$ cat config.mk
export PLATFORM = sky130hd
export DESIGN_NAME = bytewide_dma_ctrl
export DESIGN_NICKNAME = d
export VERILOG_FILES = /design/src/rtl/bdma_pkg.sv /design/src/rtl/bdma_port_decode.sv /design/src/rtl/bdma_channel.sv /design/src/rtl/bytewide_dma_ctrl.sv
export SDC_FILE = /design/constraint.sdc
export NUM_CORES = 1
export LEC_CHECK = 0
export BUFFER_PORTS_ARGS = -buffer_cell sky130_fd_sc_hd__buf_2
export CAP_MARGIN = 5
export CORE_MARGIN = 1
export CORE_UTILIZATION = 35
export DETAILED_ROUTE_END_ITERATION = 8
export PLACE_DENSITY = 0.6
export SYNTH_ARGS = -nofsm -noshare
export SYNTH_HDL_FRONTEND = slang
export SYNTH_SLANG_ARGS = --single-unit
$ cat constraint.sdc
create_clock -name clk -period 3.5 [get_ports clk]
set_clock_uncertainty 0.1 [all_clocks]
set_input_delay 0.35 -clock clk [delete_from_list [all_inputs] [get_ports clk]]
set_output_delay 0.35 -clock clk [all_outputs]
set_load 0.02 [all_outputs]
$ cat src/rtl/bdma_pkg.sv
package bdma_pkg;
    localparam int NCH       = 4;
    localparam int CH_W      = $clog2(NCH);
    localparam int REG_W     = 16;
    localparam int BYTE_W    = 8;
    localparam int PORT_W    = 4;
    localparam int BUS_W     = 32;
    localparam int RES_W     = REG_W + 2;

    localparam logic [PORT_W-1:0] P_STAT  = 4'h8;
    localparam logic [PORT_W-1:0] P_MASK  = 4'hA;
    localparam logic [PORT_W-1:0] P_MODE  = 4'hB;
    localparam logic [PORT_W-1:0] P_CLRFF = 4'hC;
    localparam logic [PORT_W-1:0] P_MCLR  = 4'hD;

    localparam logic [1:0] MSEL_CASCADE = 2'b11;

    typedef struct packed {
        logic [1:0] msel;
        logic       decr;
        logic       autoinit;
        logic [1:0] ttype;
    } chmode_t;

    typedef struct packed {
        logic            reg_acc;
        logic            is_cnt;
        logic [CH_W-1:0] ch;
        logic            stat;
        logic            mask;
        logic            mode;
        logic            clrff;
        logic            mclr;
    } dec_t;

    function automatic chmode_t mode_from_byte(input logic [BYTE_W-1:0] b);
        chmode_t m;
        m.ttype    = b[3:2];
        m.autoinit = b[4];
        m.decr     = b[5];
        m.msel     = b[7:6];
        return m;
    endfunction

    function automatic logic [REG_W-1:0] put_byte(input logic [REG_W-1:0] old,
                                                  input logic hi,
                                                  input logic [BYTE_W-1:0] b);
        return hi ? {b, old[7:0]} : {old[15:8], b};
    endfunction

    function automatic logic [BYTE_W-1:0] get_byte(input logic [REG_W-1:0] v,
                                                   input logic hi);
        return hi ? v[15:8] : v[7:0];
    endfunction

    function automatic logic [RES_W-1:0] residue_of(input logic [REG_W-1:0] c,
                                                    input logic word);
        logic [RES_W-1:0] r;
        r = {2'b00, c} + RES_W'(1);
        return word ? (r << 1) : r;
    endfunction
endpackage

$ cat src/rtl/bdma_port_decode.sv
module bdma_port_decode
    import bdma_pkg::*;
(
    input  logic [PORT_W-1:0] addr,
    output dec_t              dec
);
    always_comb begin
        dec         = '0;
        dec.reg_acc = (addr[3] == 1'b0);
        dec.is_cnt  = addr[0];
        dec.ch      = addr[CH_W:1];
        dec.stat    = (addr == P_STAT);
        dec.mask    = (addr == P_MASK);
        dec.mode    = (addr == P_MODE);
        dec.clrff   = (addr == P_CLRFF);
        dec.mclr    = (addr == P_MCLR);
    end
endmodule

$ cat src/rtl/bdma_channel.sv
module bdma_channel
    import bdma_pkg::*;
#(
    parameter bit WORD_MODE = 1'b0
) (
    input  logic              clk,
    input  logic              rst,
    input  logic              wr_addr,
    input  logic              wr_cnt,
    input  logic              byte_hi,
    input  logic [BYTE_W-1:0] wdata,
    input  logic              mode_we,
    input  chmode_t           mode_in,
    input  logic              mask_we,
    input  logic              mask_set,
    input  logic              mclr,
    input  logic              pg_lo_we,
    input  logic              pg_hi_we,
    input  logic [BYTE_W-1:0] pg_data,
    input  logic              ack,
    output logic [REG_W-1:0]  cur_addr,
    output logic [REG_W-1:0]  cur_cnt,
    output chmode_t           mode_q,
    output logic              masked,
    output logic              tc_evt,
    output logic [BUS_W-1:0]  bus_addr
);
    logic [REG_W-1:0]  base_addr;
    logic [REG_W-1:0]  base_cnt;
    logic [BYTE_W-1:0] page_lo;
    logic [BYTE_W-1:0] page_hi;
    logic              step;
    logic              at_tc;

    assign step  = ack && !masked && (mode_q.msel != MSEL_CASCADE);
    assign at_tc = step && (cur_cnt == '0);

    always_ff @(posedge clk) begin
        if (rst) begin
            base_addr <= '0;
            base_cnt  <= '0;
            cur_addr  <= '0;
            cur_cnt   <= '0;
            page_lo   <= '0;
            page_hi   <= '0;
            mode_q    <= '0;
            masked    <= 1'b1;
            tc_evt    <= 1'b0;
        end else begin
            tc_evt <= at_tc;
            if (step) begin
                if (at_tc && mode_q.autoinit) begin
                    cur_addr <= base_addr;
                    cur_cnt  <= base_cnt;
                end else begin
                    cur_addr <= mode_q.decr ? cur_addr - 1'b1 : cur_addr + 1'b1;
                    cur_cnt  <= cur_cnt - 1'b1;
                end
            end
            if (wr_addr) begin
                base_addr <= put_byte(base_addr, byte_hi, wdata);
                cur_addr  <= put_byte(cur_addr, byte_hi, wdata);
            end
            if (wr_cnt) begin
                base_cnt <= put_byte(base_cnt, byte_hi, wdata);
                cur_cnt  <= put_byte(cur_cnt, byte_hi, wdata);
            end
            if (pg_lo_we) page_lo <= pg_data;
            if (pg_hi_we) page_hi <= pg_data;
            if (mode_we)  mode_q  <= mode_in;
            if (mask_we)  masked  <= mask_set;
            if (mclr)     masked  <= 1'b1;
            if (at_tc && !mode_q.autoinit) masked <= 1'b1;
        end
    end

    generate
        if (WORD_MODE) begin : g_word
            assign bus_addr = {page_hi, page_lo[7:1], cur_addr, 1'b0};
        end else begin : g_byte
            assign bus_addr = {page_hi, page_lo, cur_addr};
        end
    endgenerate
endmodule

$ cat src/rtl/bytewide_dma_ctrl.sv
module bytewide_dma_ctrl
    import bdma_pkg::*;
#(
    parameter bit WORD_MODE = 1'b0
) (
    input  logic              clk,
    input  logic              rst,
    input  logic [3:0]        io_addr,
    input  logic [7:0]        io_wdata,
    input  logic              io_wr,
    input  logic              io_rd,
    output logic [7:0]        io_rdata,
    input  logic              pg_wr,
    input  logic [1:0]        pg_chan,
    input  logic              pg_hi_sel,
    input  logic [7:0]        pg_wdata,
    input  logic [3:0]        xfer_ack,
    output logic [31:0]       xfer_addr,
    output logic [1:0]        xfer_type,
    output logic [3:0]        tc_pulse,
    output logic [3:0]        chan_enable,
    output logic [3:0]        chan_cascade,
    input  logic [1:0]        res_chan,
    output logic [17:0]       residue
);
    dec_t             dec;
    logic             ff_hi;
    logic             reg_access;
    logic [NCH-1:0]   tc_flags;
    logic [NCH-1:0]   masked_v;
    logic [NCH-1:0]   autoinit_v;
    logic [NCH-1:0]   cnt_zero;
    logic [REG_W-1:0] addr_a [NCH];
    logic [REG_W-1:0] cnt_a  [NCH];
    chmode_t          mode_a [NCH];
    logic [BUS_W-1:0] bus_a  [NCH];
    logic [2:0]       wdata_unused;

    assign wdata_unused = io_wdata[7:5];

    bdma_port_decode u_dec (.addr(io_addr), .dec(dec));

    assign reg_access = dec.reg_acc && (io_wr || io_rd);

    always_ff @(posedge clk) begin
        if (rst) begin
            ff_hi <= 1'b0;
        end else if (io_wr && (dec.clrff || dec.mclr)) begin
            ff_hi <= 1'b0;
        end else if (reg_access) begin
            ff_hi <= ~ff_hi;
        end
    end

    always_ff @(posedge clk) begin
        if (rst) begin
            tc_flags <= '0;
        end else if (io_wr && dec.mclr) begin
            tc_flags <= '0;
        end else begin
            tc_flags <= ((io_rd && dec.stat) ? '0 : tc_flags) | tc_pulse;
        end
    end

    generate
        for (genvar i = 0; i < NCH; i++) begin : g_ch
            logic sel_reg;
            assign sel_reg = io_wr && dec.reg_acc && (dec.ch == CH_W'(i));

            bdma_channel #(.WORD_MODE(WORD_MODE)) u_ch (
                .clk      (clk),
                .rst      (rst),
                .wr_addr  (sel_reg && !dec.is_cnt),
                .wr_cnt   (sel_reg && dec.is_cnt),
                .byte_hi  (ff_hi),
                .wdata    (io_wdata),
                .mode_we  (io_wr && dec.mode && (io_wdata[1:0] == CH_W'(i))),
                .mode_in  (mode_from_byte(io_wdata)),
                .mask_we  (io_wr && dec.mask && (io_wdata[1:0] == CH_W'(i))),
                .mask_set (io_wdata[2]),
                .mclr     (io_wr && dec.mclr),
                .pg_lo_we (pg_wr && !pg_hi_sel && (pg_chan == CH_W'(i))),
                .pg_hi_we (pg_wr && pg_hi_sel && (pg_chan == CH_W'(i))),
                .pg_data  (pg_wdata),
                .ack      (xfer_ack[i]),
                .cur_addr (addr_a[i]),
                .cur_cnt  (cnt_a[i]),
                .mode_q   (mode_a[i]),
                .masked   (masked_v[i]),
                .tc_evt   (tc_pulse[i]),
                .bus_addr (bus_a[i])
            );

            assign chan_enable[i]  = ~masked_v[i];
            assign chan_cascade[i] = (mode_a[i].msel == MSEL_CASCADE);
            assign autoinit_v[i]   = mode_a[i].autoinit;
            assign cnt_zero[i]     = (cnt_a[i] == '0);
        end
    endgenerate

    always_comb begin
        io_rdata = '0;
        if (io_rd) begin
            if (dec.reg_acc) begin
                io_rdata = get_byte(dec.is_cnt ? cnt_a[dec.ch] : addr_a[dec.ch], ff_hi);
            end else if (dec.stat) begin
                io_rdata = {{(BYTE_W-NCH){1'b0}}, tc_flags};
            end
        end
    end

    always_comb begin
        xfer_addr = '0;
        xfer_type = '0;
        for (int i = NCH - 1; i >= 0; i--) begin
            if (xfer_ack[i]) begin
                xfer_addr = bus_a[i];
                xfer_type = mode_a[i].ttype;
            end
        end
    end

    assign residue = residue_of(cnt_a[res_chan], WORD_MODE);
endmodule

==> reports/metrics.yaml, run 1 <==
min_path:
  min_path_type: "in2reg"
floorplan:
  die_area_mm2: 0.0598
  coreArea_mm2: 0.0579
  start_util_pct: 35.5
  die_h_um: 245
  pin_count: 106
  row_count: 88
  fp.dieW_um: 245
routing:
  vias: 20320
  routed_wl_mm: 72.7
  wl_per_cell_um: 20.4
  via_per_inst: 5.70
  drc: 0
  dr.pass1.iters: 8
  drt_iter0_drc: 2174
  antenna_left: 0
critical_path:
  r2r_setup_slack_ns: 0.31
  worst-path-max-fanout: 9
  cp-start-kind: "register"
  worstSetupPathType: "reg2out"
  required_ns: 3.05
  cp-end-kind: "output pin"
  crit_arrival_ns: 2.83
pwr:
  internal_power_mw: 7.23
  power.share.clock_pct: 49.3
  total_power_mw: 9.68
  seqPwrFrac_pct: 43.0
  swShare_pct: 25.3
  ir_worst_vdd_mv: 0.393
  power_density_mw_per_mm2: 412
  switchingPower_mw: 2.44
  combPwrFrac_pct: 7.7
  leakagePower_nw: 8.88
yosys:
  ys_types: 67
  synth_area_leaders: "dfxtp_1, nand2_1, a21oi_1, mux4_2, ha_1"
  synthesis.instances: 2719
  synth-seq-cells: 357
  synth-edff-count: 0
  yosys_warnings: 0
  avgSynthCellArea_um2: 7.57
  syn_nets: 2822
  yosysTopAreaCellShare_pct: 34.7
  synthArstFlopShare_pct: 0
  yosys.cell_count.top_type: "nand2_1"
  ys_seq_area_share_pct: 34.7
  synth-main-ff-cell: "dfxtp_1"
  yosys.area.top_type: "dfxtp_1"
  synth_common_cells: "nand2_1, dfxtp_1, a21oi_1"
  syn_area_mm2: 0.0206
place:
  globalplace.congestion: 0.952
  portBuffers: 104
  hpwl_mm: 51.5
clock_tree:
  htree_levels: 2
  cts.clk_slew.worst_paths_ns: 0.06
  clkSinkCount: 357
  cts_tree: "yes"
  cts_hold_buf: 3
  clock_latency_ns: 0.59
  post_cts_buffers: 0
  cts_buffer_depth: 3
  cts_buffers: 43
  cts_resized: 0
  cts-root-buf: "clkbuf_16"
grt:
  met3_usage_pct: 5.62
  grt_pass1_wl_mm: 111
  grt_use_met2_pct: 36.9
  gr-usage-met1_pct: 31.0
  grt_pass1_vias: 18719
  top_usage_layer: "met2"
  gr-usage-all-layers_pct: 23.8
  antenna_found_initial: 1
  overflow: 0
  grt_max_degree: 228
cells_and_area:
  fillCellCount: 5933
  fin_nets: 2873
  drive_gt1_share_pct: 11.1
  area_growth_pct: 14.0
timing:
  slew_violations: 0
  max_slew_margin_pct: 25.0
  rsz0062_at_grt: "false"
  period_minus_slack_ns: 3.28
  hold_viol_final: 0
  totalNegativeSetupSlack_ns: 0
  setup_viol: 0
  timing.fmax_mhz: 305
  worstMarginPinSlew_ns: 1.13
  fin_crit_sh_pct: 93.6
flow_run:
  max_cap_violations: 0
outcome:
  status: "complete, no violations"
-- cell usage in the layout (no fill, tap or decap), types with 34 or more instances in the layout --
cell type	instances
xnor2_1	70
buf_2	103
buf_4	65
nor3_1	34
clkbuf_16	43
nand3_1	53
inv_1	36
o211ai_1	76
a31oi_1	90
xor2_1	43
dfxtp_1	357
mux2i_1	37
o21ai_0	105
ha_1	65
mux4_2	56
a21oi_1	321
nor2_1	211
nand2_1	737
-- worst max-delay path: stages, from the launching register on --
cell and delay (ns):
dfxtp_1 0.61, mux4_2 0.37, and2_1 0.17, and3_1 0.21, nand3_1 0.18, or2_2 0.35, xnor2_1 0.15, buf_2 0.19
-- layout make-up --
class | count | area, um^2 | share of cell area [%]
diodes | 1 | 2.50 | 0.0107
clock inverters | 16 | 233 | 0.991
clock buffers | 61 | 1260 | 5.38
multi-input cells | 2156 | 12600 | 53.8
well taps | 765 | 957 | 4.08
flip-flops and latches | 357 | 7150 | 30.4
inverters | 37 | 139 | 0.592
repair buffers | 175 | 1100 | 4.67
-- metal layers --
| metal | vias up | part of all wire, % | routed length [um] |
|---|---|---|---|
| met2 | 855 | 44 | 31900 |
| met4 | 2 | 5.0 | 3650 |
| met3 | 173 | 9.2 | 6700 |
| li1 | 9677 | - | - |
| met1 | 9613 | 42 | 30500 |
| met5 | - | 0.011 | 8 |
-- path summary, 6_finish.rpt --
kind | endpoint | cells past startpoint | startpoint
max | residue[9] | 7 | g_ch[2].u_ch.cur_cnt[2]
min | g_ch[2].u_ch.page_hi[4] | 3 | pg_wdata[4]
max reg2reg | g_ch[3].u_ch.cur_addr[14] | 9 | g_ch[3].u_ch.mode_q[3]
min reg2reg | g_ch[1].u_ch.page_hi[7] | 2 | g_ch[1].u_ch.page_hi[7]
-- stage by stage --
stage / util, % / worst slack, ns / std cells / hold WS (ns) / instance area (um^2)
after floorplan: - / 0.534 / 2719 / 0.332 / 20600
after global placement: 37.9 / 0.469 / 3486 / 0.341 / 21900
after detailed placement: 37.9 / 0.334 / 3486 / 0.347 / 21900
after CTS: 40.5 / 0.254 / 3566 / 0.00275 / 23500
after global routing: 40.5 / 0.00485 / 3567 / 0.0105 / 23500
final: 40.5 / 0.225 / 3568 / 0.0201 / 23500
-- power groups by stage --
stage / logic (mW) / registers [mW] / clock network, mW
final: 0.748 / 4.16 / 4.77
after global routing: 0.806 / 4.16 / 5.04
after CTS: 0.736 / 4.16 / 4.84
after detailed placement: 0.731 / 4.25 / 0
after global placement: 0.722 / 4.24 / 0
after floorplan: 0.513 / 4.22 / 0
-- registers in the layout (all words and copies together) (netlist names), 24 cells and up --
signal               count
g_ch.u_ch.cur_cnt       64
g_ch.u_ch.cur_addr      64
g_ch.u_ch.base_addr     64
g_ch.u_ch.page_hi       32
g_ch.u_ch.base_cnt      64
g_ch.u_ch.page_lo       32
g_ch.u_ch.mode_q        24
-- cell families after synthesis --
| kind of cell | synth area share [%] |
|---|---|
| AO/OA/AOI/OAI | 20.7 |
| XOR/XNOR | 4.81 |
| adder cells (fa/ha/maj) | 4.34 |
| buffers and inverters | 3.91 |
| flip-flops | 34.7 |
| multiplexers | 7.93 |
| other | 0.0182 |
| AND/OR/NAND/NOR | 23.6 |
Power figures use the tool's default switching activity.
==> inputs of run 2 (changes only) <==
==> constraint.sdc (replaced) <==
create_clock -name clk -period 3.85 [get_ports clk]
set_clock_uncertainty 0.1 [all_clocks]
set_input_delay 0.385 -clock clk [delete_from_list [all_inputs] [get_ports clk]]
set_output_delay 0.385 -clock clk [all_outputs]
set_load 0.02 [all_outputs]
==> run 2 against run 1 <==
Routed wire length up 0.87%; first-iteration DRC count is 2.7% higher; sequential share of layout area up 0.23 points; register-to-register slack better by 0.24 ns; sequential power fell by 9.1%; clock-buffer cell count is 7 lower; combinational power decreased by 9.4%; clock power down 9.4%; setup slack improved by 0.33 ns; core utilization shrank 0.31 points; via count rose by 0.48%; largest power group unchanged.
==> reports/metrics.yaml, run 2 (same netlist as run 1, synthesis figures left out) <==
outcome:
  status: "complete, no violations"
timing:
  timing.fmax_mhz: 303
  fin_crit_sh_pct: 85.6
  setup_viol: 0
  period_minus_slack_ns: 3.30
  final.setup.worst_slack_ns: 0.554
  hold_viol_final: 0
  max_slew_margin_pct: 29.2
  worstMarginPinSlew_ns: 1.06
  totalNegativeSetupSlack_ns: 0
  rsz0062_at_grt: "false"
  timing.hold.ws_ns: 0.0604
  slew_violations: 0
clock_tree:
  clkSinkCount: 357
  cts_buffer_depth: 3
  cts.clk_slew.worst_paths_ns: 0.06
  cts_buffers: 42
  cts_resized: 0
  htree_levels: 2
  post_cts_buffers: 0
  cts_tree: "yes"
  cts-root-buf: "clkbuf_16"
  cts_hold_buf: 0
  clock_latency_ns: 0.61
grt:
  gr-usage-all-layers_pct: 24.0
  grt_pass1_wl_mm: 112
  antenna_found_initial: 3
  grt_pass1_vias: 18942
  grt_use_met2_pct: 37.2
  gr-usage-met1_pct: 30.8
  overflow: 0
  grt_max_degree: 111
  top_usage_layer: "met2"
  met3_usage_pct: 5.95
flow_run:
  max_cap_violations: 0
cells_and_area:
  diodes: 0
  layout.cells.most_common: "nand2_1"
  final_cell_mix: "nand2_1, dfxtp_1, a21oi_1, nor2_1, o21ai_0"
  final_cells: 3548
  drive_gt1_share_pct: 10.7
  final_area_mm2: 0.0233
  fillCellCount: 5912
  fin_nets: 2854
  area_growth_pct: 13.2
place:
  placed_cell_area_mm2: 0.0218
  dp_cells: 3472
  hpwl_mm: 51.2
  pre_cts_slack_ns: 0.640
  globalplace.congestion: 0.947
  portBuffers: 104
routing:
  dr.pass1.iters: 6
  vias: 20417
  drt_iter0_drc: 2232
  antenna_left: 0
  wl_per_cell_um: 20.7
  via_per_inst: 5.75
  routed_wl_mm: 73.4
  drc: 0
floorplan:
  row_count: 88
  fp.dieW_um: 245
  pin_count: 106
  die_h_um: 245
  start_util_pct: 35.5
  die_area_mm2: 0.0598
  coreArea_mm2: 0.0579
pwr:
  ir_worst_vdd_mv: 0.320
  leakagePower_nw: 8.78
  power_density_mw_per_mm2: 377
critical_path:
  worstSetupPathType: "reg2reg"
  path_delay_family: "compound AO/OA/AOI/OAI gates"
  crit_chain: "ha_1 -> a21o_1 -> a21oi_1 -> nor2_1 -> o41ai_1 -> o21ai_0 -> a311oi_1 -> xor2_1 -> o22ai_1"
  cp-end-kind: "register"
  path_buf_inv: 0
  cp-start-kind: "register"
  crit_arrival_ns: 3.63
  required_ns: 4.18
  slowest_stage: "dfxtp_1"
  slowest_delay_ns: 0.74
  worst-path-max-fanout: 17
min_path:
  min_path_type: "in2reg"
-- run 2: cell types whose count changed in the layout (fill, tap and decap cells not counted), moves of 3 or more --
cell / previous run / this run
dlygate4sd3_1: 3 / 0
buf_4: 65 / 52
clkbuf_8: 12 / 7
clkinv_2: 6 / 11
-- run 2: stage by stage --
stage          total power [mW]  utilization (%)
6_report                   8.78             40.2
5_1_grt                    9.06             40.2
4_1_cts                    8.84             40.2
3_5_place_dp               4.52             37.7
3_3_place_gp               4.51             37.7
2_1_floorplan              4.31                -
-- run 2: tightest hold or removal path: cells and delay by family --
| family | cells | cell delay [ns] |
|---|---|---|
| AO/OA/AOI/OAI | 1 | 0.05 |
| AND/OR/NAND/NOR | 1 | 0.08 |
| buffers and inverters | 1 | 0.17 |
-- run 2: power breakdown --
| part | leakage [nW] | total, mW | switching, mW | internal [mW] |
|---|---|---|---|---|
| combinational | 5.17 | 0.678 | 0.470 | 0.208 |
| sequential | 2.88 | 3.78 | 0.0453 | 3.73 |
| clock | 0.732 | 4.32 | 1.76 | 2.56 |
-- run 2: routing by layer --
layer / part of all wire, % / vias up
li1: - / 9637
met2: 44 / 892
met5: 0.019 / -
met1: 41 / 9704
met4: 5.3 / 2
met3: 9.2 / 182
-- run 2: area by class of cell --
| class | count | area (um^2) | share of cell area [%] |
|---|---|---|---|
| multi-input cells | 2156 | 12600 | 54.2 |
| repair buffers | 157 | 941 | 4.04 |
| clock buffers | 54 | 1170 | 5.01 |
| flip-flops and latches | 357 | 7150 | 30.7 |
| inverters | 37 | 139 | 0.596 |
| well taps | 765 | 957 | 4.11 |
| clock inverters | 22 | 310 | 1.33 |
-- run 2: final timing paths --
| kind | start | end | slack, ns | cells after the start |
|---|---|---|---|---|
| setup / recovery | g_ch[3].u_ch.mode_q[3] | g_ch[3].u_ch.cur_addr[14] | 0.55 | 9 |
| hold / removal | pg_wdata[6] | g_ch[0].u_ch.page_hi[6] | 0.06 | 3 |
| setup reg to reg | g_ch[3].u_ch.mode_q[3] | g_ch[3].u_ch.cur_addr[14] | 0.55 | 9 |
| hold reg to reg | g_ch[0].u_ch.page_hi[2] | g_ch[0].u_ch.page_hi[2] | 0.35 | 2 |
